<file path="src/rtl/sata_port_regs_pkg.sv">
package sata_port_regs_pkg;

    localparam int REG_W   = 32;
    localparam int FIELD_W = 4;
    localparam int PMP_W   = 4;
    localparam int NBITS   = 1 << PMP_W;

    localparam int OFS_CTRL  = 0;
    localparam int OFS_NOTIF = 1;
    localparam int OFS_IRQ   = 2;

    localparam int IRQ_EN_BIT   = 0;
    localparam int IRQ_PEND_BIT = 16;

    typedef enum logic [FIELD_W-1:0] {
        PM_NONE    = 4'b0000,
        PM_PARTIAL = 4'b0001,
        PM_SLUMBER = 4'b0010,
        PM_ACTIVE  = 4'b0100
    } pm_code_e;

    localparam logic [FIELD_W-1:0] DET_HOLD    = 4'b0001;
    localparam logic [FIELD_W-1:0] DET_OFFLINE = 4'b0100;

    typedef struct packed {
        logic [FIELD_W-1:0] ipm;
        logic [FIELD_W-1:0] spd;
        logic [FIELD_W-1:0] det;
    } ctrl_t;

    typedef struct packed {
        logic             valid;
        logic             notify;
        logic             intr;
        logic [PMP_W-1:0] port;
    } sdb_evt_t;

    function automatic logic pm_is_legal(input logic [FIELD_W-1:0] c);
        return (c == PM_PARTIAL) || (c == PM_SLUMBER) || (c == PM_ACTIVE);
    endfunction

endpackage

</file>
<file path="src/rtl/sata_ctrl_reg.sv">
module sata_ctrl_reg
    import sata_port_regs_pkg::*;
(
    input  logic                 clk,
    input  logic                 rst,
    input  logic                 wr,
    input  logic [15:0]          wdata,
    output ctrl_t                ctrl_q,
    output logic                 pm_req,
    output logic [FIELD_W-1:0]   pm_code
);

    logic [FIELD_W-1:0] pm_sel;
    assign pm_sel = wdata[15:12];

    always_ff @(posedge clk) begin
        if (rst) begin
            ctrl_q  <= '0;
            pm_req  <= 1'b0;
            pm_code <= PM_NONE;
        end else begin
            pm_req  <= 1'b0;
            pm_code <= PM_NONE;
            if (wr) begin
                ctrl_q.ipm <= wdata[11:8];
                ctrl_q.spd <= wdata[7:4];
                ctrl_q.det <= wdata[3:0];
                if (pm_is_legal(pm_sel)) begin
                    pm_req  <= 1'b1;
                    pm_code <= pm_sel;
                end
            end
        end
    end

endmodule

</file>
<file path="src/rtl/sata_notify_reg.sv">
module sata_notify_reg
    import sata_port_regs_pkg::*;
#(
    parameter int NB = NBITS
) (
    input  logic          clk,
    input  logic          rst,
    input  sdb_evt_t      evt,
    input  logic          w1c_wr,
    input  logic [NB-1:0] w1c_mask,
    input  logic          irq_wr,
    input  logic          irq_en_wdata,
    input  logic          irq_clr_wdata,
    output logic [NB-1:0] notif_q,
    output logic          irq_en_q,
    output logic          irq_pend_q
);

    logic hit_notify;
    logic hit_irq;
    assign hit_notify = evt.valid && evt.notify;
    assign hit_irq    = hit_notify && evt.intr && irq_en_q;

    for (genvar i = 0; i < NB; i++) begin : g_bit
        logic set_i;
        logic clr_i;
        assign set_i = hit_notify && (int'(evt.port) == i);
        assign clr_i = w1c_wr && w1c_mask[i];
        always_ff @(posedge clk) begin
            if (rst)        notif_q[i] <= 1'b0;
            else if (set_i) notif_q[i] <= 1'b1;
            else if (clr_i) notif_q[i] <= 1'b0;
        end
    end

    always_ff @(posedge clk) begin
        if (rst) begin
            irq_en_q   <= 1'b0;
            irq_pend_q <= 1'b0;
        end else begin
            if (irq_wr) irq_en_q <= irq_en_wdata;
            if (hit_irq)
                irq_pend_q <= 1'b1;
            else if (irq_wr && irq_clr_wdata)
                irq_pend_q <= 1'b0;
        end
    end

endmodule

</file>
<file path="src/rtl/sata_port_regs.sv">
module sata_port_regs
    import sata_port_regs_pkg::*;
#(
    parameter int ADDR_W = 4
) (
    input  logic               clk,
    input  logic               rst,
    input  logic               reg_wr,
    input  logic [ADDR_W-1:0]  reg_addr,
    input  logic [REG_W-1:0]   reg_wdata,
    output logic [REG_W-1:0]   reg_rdata,
    input  logic               sdb_valid,
    input  logic               sdb_notify,
    input  logic               sdb_intr,
    input  logic [PMP_W-1:0]   sdb_pmport,
    output logic               pm_req,
    output logic [FIELD_W-1:0] pm_code,
    output logic [FIELD_W-1:0] ipm_restrict,
    output logic [FIELD_W-1:0] speed_cap,
    output logic               link_hold_reset,
    output logic               link_offline,
    output logic               irq
);

    localparam logic [ADDR_W-1:0] A_CTRL  = ADDR_W'(OFS_CTRL);
    localparam logic [ADDR_W-1:0] A_NOTIF = ADDR_W'(OFS_NOTIF);
    localparam logic [ADDR_W-1:0] A_IRQ   = ADDR_W'(OFS_IRQ);

    logic            sel_ctrl, sel_notif, sel_irq;
    ctrl_t           ctrl_q;
    sdb_evt_t        evt;
    logic [NBITS-1:0] notif_q;
    logic            irq_en_q, irq_pend_q;
    logic [14:0]     unused_wdata_hi;

    assign unused_wdata_hi = reg_wdata[31:17];

    assign sel_ctrl  = (reg_addr == A_CTRL);
    assign sel_notif = (reg_addr == A_NOTIF);
    assign sel_irq   = (reg_addr == A_IRQ);

    assign evt = '{valid: sdb_valid, notify: sdb_notify, intr: sdb_intr, port: sdb_pmport};

    sata_ctrl_reg u_ctrl (
        .clk     (clk),
        .rst     (rst),
        .wr      (reg_wr && sel_ctrl),
        .wdata   (reg_wdata[15:0]),
        .ctrl_q  (ctrl_q),
        .pm_req  (pm_req),
        .pm_code (pm_code)
    );

    sata_notify_reg #(.NB(NBITS)) u_notify (
        .clk           (clk),
        .rst           (rst),
        .evt           (evt),
        .w1c_wr        (reg_wr && sel_notif),
        .w1c_mask      (reg_wdata[NBITS-1:0]),
        .irq_wr        (reg_wr && sel_irq),
        .irq_en_wdata  (reg_wdata[IRQ_EN_BIT]),
        .irq_clr_wdata (reg_wdata[IRQ_PEND_BIT]),
        .notif_q       (notif_q),
        .irq_en_q      (irq_en_q),
        .irq_pend_q    (irq_pend_q)
    );

    assign ipm_restrict    = ctrl_q.ipm;
    assign speed_cap       = ctrl_q.spd;
    assign link_hold_reset = (ctrl_q.det == DET_HOLD);
    assign link_offline    = (ctrl_q.det == DET_OFFLINE);
    assign irq             = irq_pend_q;

    always_comb begin
        reg_rdata = '0;
        if (sel_ctrl) begin
            reg_rdata[11:8] = ctrl_q.ipm;
            reg_rdata[7:4]  = ctrl_q.spd;
            reg_rdata[3:0]  = ctrl_q.det;
        end else if (sel_notif) begin
            reg_rdata[NBITS-1:0] = notif_q;
        end else if (sel_irq) begin
            reg_rdata[IRQ_EN_BIT]   = irq_en_q;
            reg_rdata[IRQ_PEND_BIT] = irq_pend_q;
        end
    end

endmodule

</file>
<file path="config.mk">
export PLATFORM = sky130hd
export DESIGN_NAME = sata_port_regs
export DESIGN_NICKNAME = d
export VERILOG_FILES = /design/src/rtl/sata_port_regs_pkg.sv /design/src/rtl/sata_ctrl_reg.sv /design/src/rtl/sata_notify_reg.sv /design/src/rtl/sata_port_regs.sv
export SDC_FILE = /design/constraint.sdc
export NUM_CORES = 1
export LEC_CHECK = 0
export ABC_CLOCK_PERIOD_IN_PS = 2620
export CAP_MARGIN = 0
export CORE_ASPECT_RATIO = 2
export CORE_MARGIN = 10
export CORE_UTILIZATION = 30
export DETAILED_ROUTE_END_ITERATION = 10
export SLEW_MARGIN = 20
export SYNTH_ARGS = -nofsm -noshare
export SYNTH_HDL_FRONTEND = slang
export SYNTH_SLANG_ARGS = --single-unit
</file>
<file path="constraint.sdc">
create_clock -name clk -period 2.62 [get_ports clk]
set_input_delay 0.262 -clock clk [delete_from_list [all_inputs] [get_ports clk]]
set_output_delay 0.262 -clock clk [all_outputs]
set_load 0.01 [all_outputs]
</file>
### Word-level counts from Yosys, hierarchy flattened

Cells that the tools add are included.

* output and inout port bits: 48
* register bits after elaboration: 35
* input bits: 46

* reductions and logical operators: 62
* equality and inequality tests: 22
* multiplexer cells: 42
* bitwise gates (word level): 2

Operator list (number)
* $logic_and A1 B1 Y1: 39
* $mux W1: 39
* $reduce_bool A2 Y1: 17
* $eq A4 B4 Y1 const B: 8
* $eq A4 B3 Y1 const B: 6
* $eq A4 B1 Y1 const B: 4
* $eq A4 B2 Y1 const B: 4
* $mux W15: 1
* $mux W12: 1
* $logic_not A4 Y1: 2
* $mux W5: 1
* $reduce_or A3 Y1: 1
* $logic_or A1 B1 Y1: 2
* $not A1 Y1: 2
* $reduce_or A2 Y1: 1

### Longest topological paths before layout

* word-level depth: 5
* mapped depth: 6
* gate-level depth less buffers: 3

### Cells and area by module

Synthesis repeated with hierarchy kept, for this count alone.

* cells, all modules: 165
* area total of the unflattened synthesis: 1665.3 µm²

By module, submodules not included
* sata_notify_reg: cells an instance 67, instances 1, area an instance 718.2 µm², sequential area each 360.3 µm²
* sata_ctrl_reg: cells an instance 52, instances 1, area an instance 578.1 µm², sequential area each 340.3 µm²
* sata_port_regs: cells an instance 46, instances 1, area an instance 369.1 µm², sequential area each 0.0 µm²

### Worst setup path after synthesis

Ideal clock, no wire load.

* path kind: input port to output port
* start point: input port reg_addr[1]
* end point: output port reg_rdata[10]
* stages: 4
* path slack: 1091 ps
* buffers on the path: 2
* arrival time: 1267 ps
* path through: buf_2 > nor4_1 > clkbuf_1 > a22o_1

* word-level cells in the longest chain between the ends: 3
* elaborated cells between the ends (all ways): 4

Ends and longest elaborated chain
* start: declaration: RTL line sata_port_regs.sv:9 `input logic [ADDR_W-1:0] reg_addr,`
* $eq A4 B1 Y1: RTL line sata_port_regs.sv:39 `assign sel_notif = (reg_addr == A_NOTIF);`
* $mux W15: RTL line sata_port_regs.sv:80 `end else if (sel_notif) begin`
* $mux W12 *: RTL line sata_port_regs.sv:76 `if (sel_ctrl) begin`
* end: declaration: RTL line sata_port_regs.sv:11 `output logic [REG_W-1:0] reg_rdata,`

Mark *: on every way between the ends. The rest lies on a longest branch, timed or not.

### Worst setup path after layout

* start point: input port reg_addr[1]
* end point: output port reg_rdata[7]

Same word-level chain as after synthesis.

==> results_dict.tcl <==
set metrics [dict create \
    status "finished, final reports clean" \
    num_vias 1729 \
    cp.required_ns 2.36 \
    crit_fanout 9 \
    power_mw 1.26 \
    synthCells 208 \
    crit_arrival_ns 2.15 \
    place_area_um2 2550 \
    stdcell_count 354 \
    grt_pass1_vias 1834 \
    core_um2 6260 \
    rsz0062_at_grt "no" \
    clock_latency_ns 0.28 \
    cts_buffer_depth 2 \
    crit_buf_inv 3 \
    diodes 0 \
    max_cap_violations 0 \
    synth_top_family_by_area "compound AO/OA/AOI/OAI gates" \
    drive_above_1_share_pct 10.4 \
    p_per_area_nw_per_um2 470 \
    cts.htree.levels 2 \
    synth_compound_area_share_pct 29.6 \
    place_inst 346 \
    synth_area_leaders "dfxtp_1 (37%), buf_4 (9.0%), a311o_1 (7.8%)" \
    synthXorXnorAreaFrac_pct 0.458 \
    multiInputGateArea_um2 956 \
    drt-vias-per-instance 4.88 \
    start_kind "input pin" \
    grt_remaining_overflow 0 \
    synth_edf_count 0 \
    cts-root-buf "clkbuf_16" \
    skew_ns 0.00133 \
    finalSetupTns_ns 0 \
    clock.fmax_mhz 414 \
    drc 0 \
    reg2reg_from "u_notify.notif_q[0]" \
    finalInstanceArea_um2 2690 \
    hold_path.class "register to register" \
    synth_area_um2 1910 \
    seqCellArea_um2 701 \
    slew_headroom_pct 44.7 \
    post_cts_resized 0 \
    min_from "u_notify.notif_q[12]" \
    ant_nets 0 \
    ctsHoldBuffers 0 \
    ys.flop_type "dfxtp_1" \
    crit_top_cell "clkdlybuf4s50_1" \
    setup_viol 0 \
    worst_pin_slew_ns 0.829 \
    min_period_ns 2.41 \
    critPathTopFamily "buffers and inverters" \
    reg2reg_depth 3 \
    finalHoldViolations 0 \
    place_hpwl_um 4640 \
    peakVddDrop_uv 260 \
    seq_area_frac_synth_pct 36.6 \
    syn_avg_cell_area_um2 9.20 \
    die_h_um 133 \
    hold_depth 1 \
    fin_nets 313 \
    routed_wl_um 6000 \
    numPortBuffers 63 \
    fillCellCount 645 \
    hold_slack_ns 0.482 \
    drt_pass1_iterations 4 \
    slew_viol_final 0 \
    drt_iter0_markers 100 \
    synth_fa_ha_area_share_pct 0 \
    path_clk_slew_ns 0.05 \
    post-cts-setup-buffer-count 0 \
    die-width_um 76.5 \
    cts_buffers 5 \
    worstSetupPathType "input pin to primary output" \
    track_usage_pct 11.5 \
    synthArstFlopShare_pct 0 \
    ys_types 37 \
    wire_per_inst_um 16.9 \
    rows 41 \
    r2r-end "u_notify.notif_q[0]" \
    grt_pass1_wl_um 9280 \
    synth_warnings 0 \
    yosysMostFrequentCell "dfxtp_1" \
    grt_start_max_net_pins 27 \
    cts_tree "yes" \
    io_pins 94 \
    cp_slowest_stage_delay_ns 0.55 \
    post-synth-top-area-cell "dfxtp_1" \
    finalCritPeriodShare_pct 92.2 \
    antenna_found_initial 0 \
    worst-r2r-setup-slack_ns 1.75 \
    cp-end-kind "primary output" \
    synth_top_area_share_pct 36.6 \
    cp_cell_sequence "clkdlybuf4s50_1 -> nor4_1 -> buf_4 -> a22o_1 -> clkdlybuf4s50_1" \
    ys_ff_latch 35 \
    initial_core_util_pct 30.6 \
    synth-simple-area-share_pct 15.2 \
    synth_common_cells "dfxtp_1 (35), buf_4 (23), inv_1 (16)" \
    p_leak_nw 0.964 \
    gp_congestion 0.791 \
    syn_to_final_growth_pct 40.6 \
    cp_slowest_cell "clkdlybuf4s50_1" \
    whs_endpoint "u_notify.notif_q[12]" \
    dieArea_um2 10200 \
    clock-sinks 35 \
    synthMuxAreaShare_pct 1.57 \
]
[cell type report]
type / count / area share, %
clock inverters: 1 / 0.186
flip-flops and latches: 35 / 26.0
clock buffers: 7 / 4.93
well taps: 86 / 4.00
inverters: 16 / 2.23
multi-input cells: 133 / 35.5
repair buffers: 76 / 27.1
[routing by layer]
metal	track usage, %	vias up	wire, µm
met4	7.59	0	210
met2	20.8	62	3180
li1	-	856	-
met1	10.9	798	2230
met3	3.26	13	383
met5	0	-	0
[worst register-to-register path: stages (launching register included)]
cell and delay (ns):
dfxtp_1 0.34, inv_1 0.05, a311o_1 0.32, o31ai_1 0.07
[cell usage in the layout, fill, tap and decap left out, drive strengths merged]
cell type       n
dfxtp          35
nor4b           4
nand3           4
a2bb2oi         1
nor4            1
o21ai          15
nand3b          5
nor3b           1
inv            16
a31o           12
and2            2
clkbuf          7
nor2b           3
nand2           6
xnor2           1
o21a            1
nand4           1
a311o          15
buf            13
a21oi           1
or3b            2
nand2b          2
clkdlybuf4s50  63
conb           16
nor3            3
o31ai           1
clkinv          1
nor2            6
and3            5
o311a          11
mux2i           3
a22o           11
[per-stage QoR]
stage | util, % | setup WS (ns)
after detailed placement | 40.8 | 0.139
final | 43.0 | 0.205
after floorplan | - | 1.09
after global routing | 43.0 | 0.0758
after global placement | 40.8 | 0.175
after CTS | 43.0 | 0.111
[how the worst max path moves through the flow]
stage | from | endpoint | slack, ns | cells after the start
after floorplan | reg_addr[1] | reg_rdata[10] | 1.09 | 4
after global placement | reg_addr[0] | reg_rdata[4] | 0.17 | 5
after detailed placement | reg_addr[0] | reg_rdata[7] | 0.14 | 5
after CTS | reg_addr[0] | reg_rdata[7] | 0.11 | 5
after global routing | reg_addr[0] | reg_rdata[7] | 0.08 | 5
final | reg_addr[1] | reg_rdata[7] | 0.21 | 5
[state kept, by name, summed over array words and instances (netlist names)]
| name | cells |
|---|---|
| u_ctrl.pm_code | 4 |
| u_notify.irq_en_q | 1 |
| u_notify.irq_pend_q | 1 |
| u_ctrl.pm_req | 1 |
| u_notify.notif_q | 16 |
| u_ctrl.ctrl_q | 12 |
[cells by family (layout without fill, tap and decap cells)]
group | Yosys count | after routing
AO/OA/AOI/OAI | 68 | 68
XOR/XNOR | 1 | 1
buffers and inverters | 55 | 100
flip-flops | 35 | 35
multiplexers | 3 | 3
other | 1 | 16
AND/OR/NAND/NOR | 45 | 45
[report_power, final]
group	switching, mW	internal [mW]	leakage, nW
Clock	0.209	0.351	0.0679
Sequential	0.00393	0.540	0.283
Combinational	0.0860	0.0743	0.614
No activity file was read; power rests on OpenSTA's default activity.
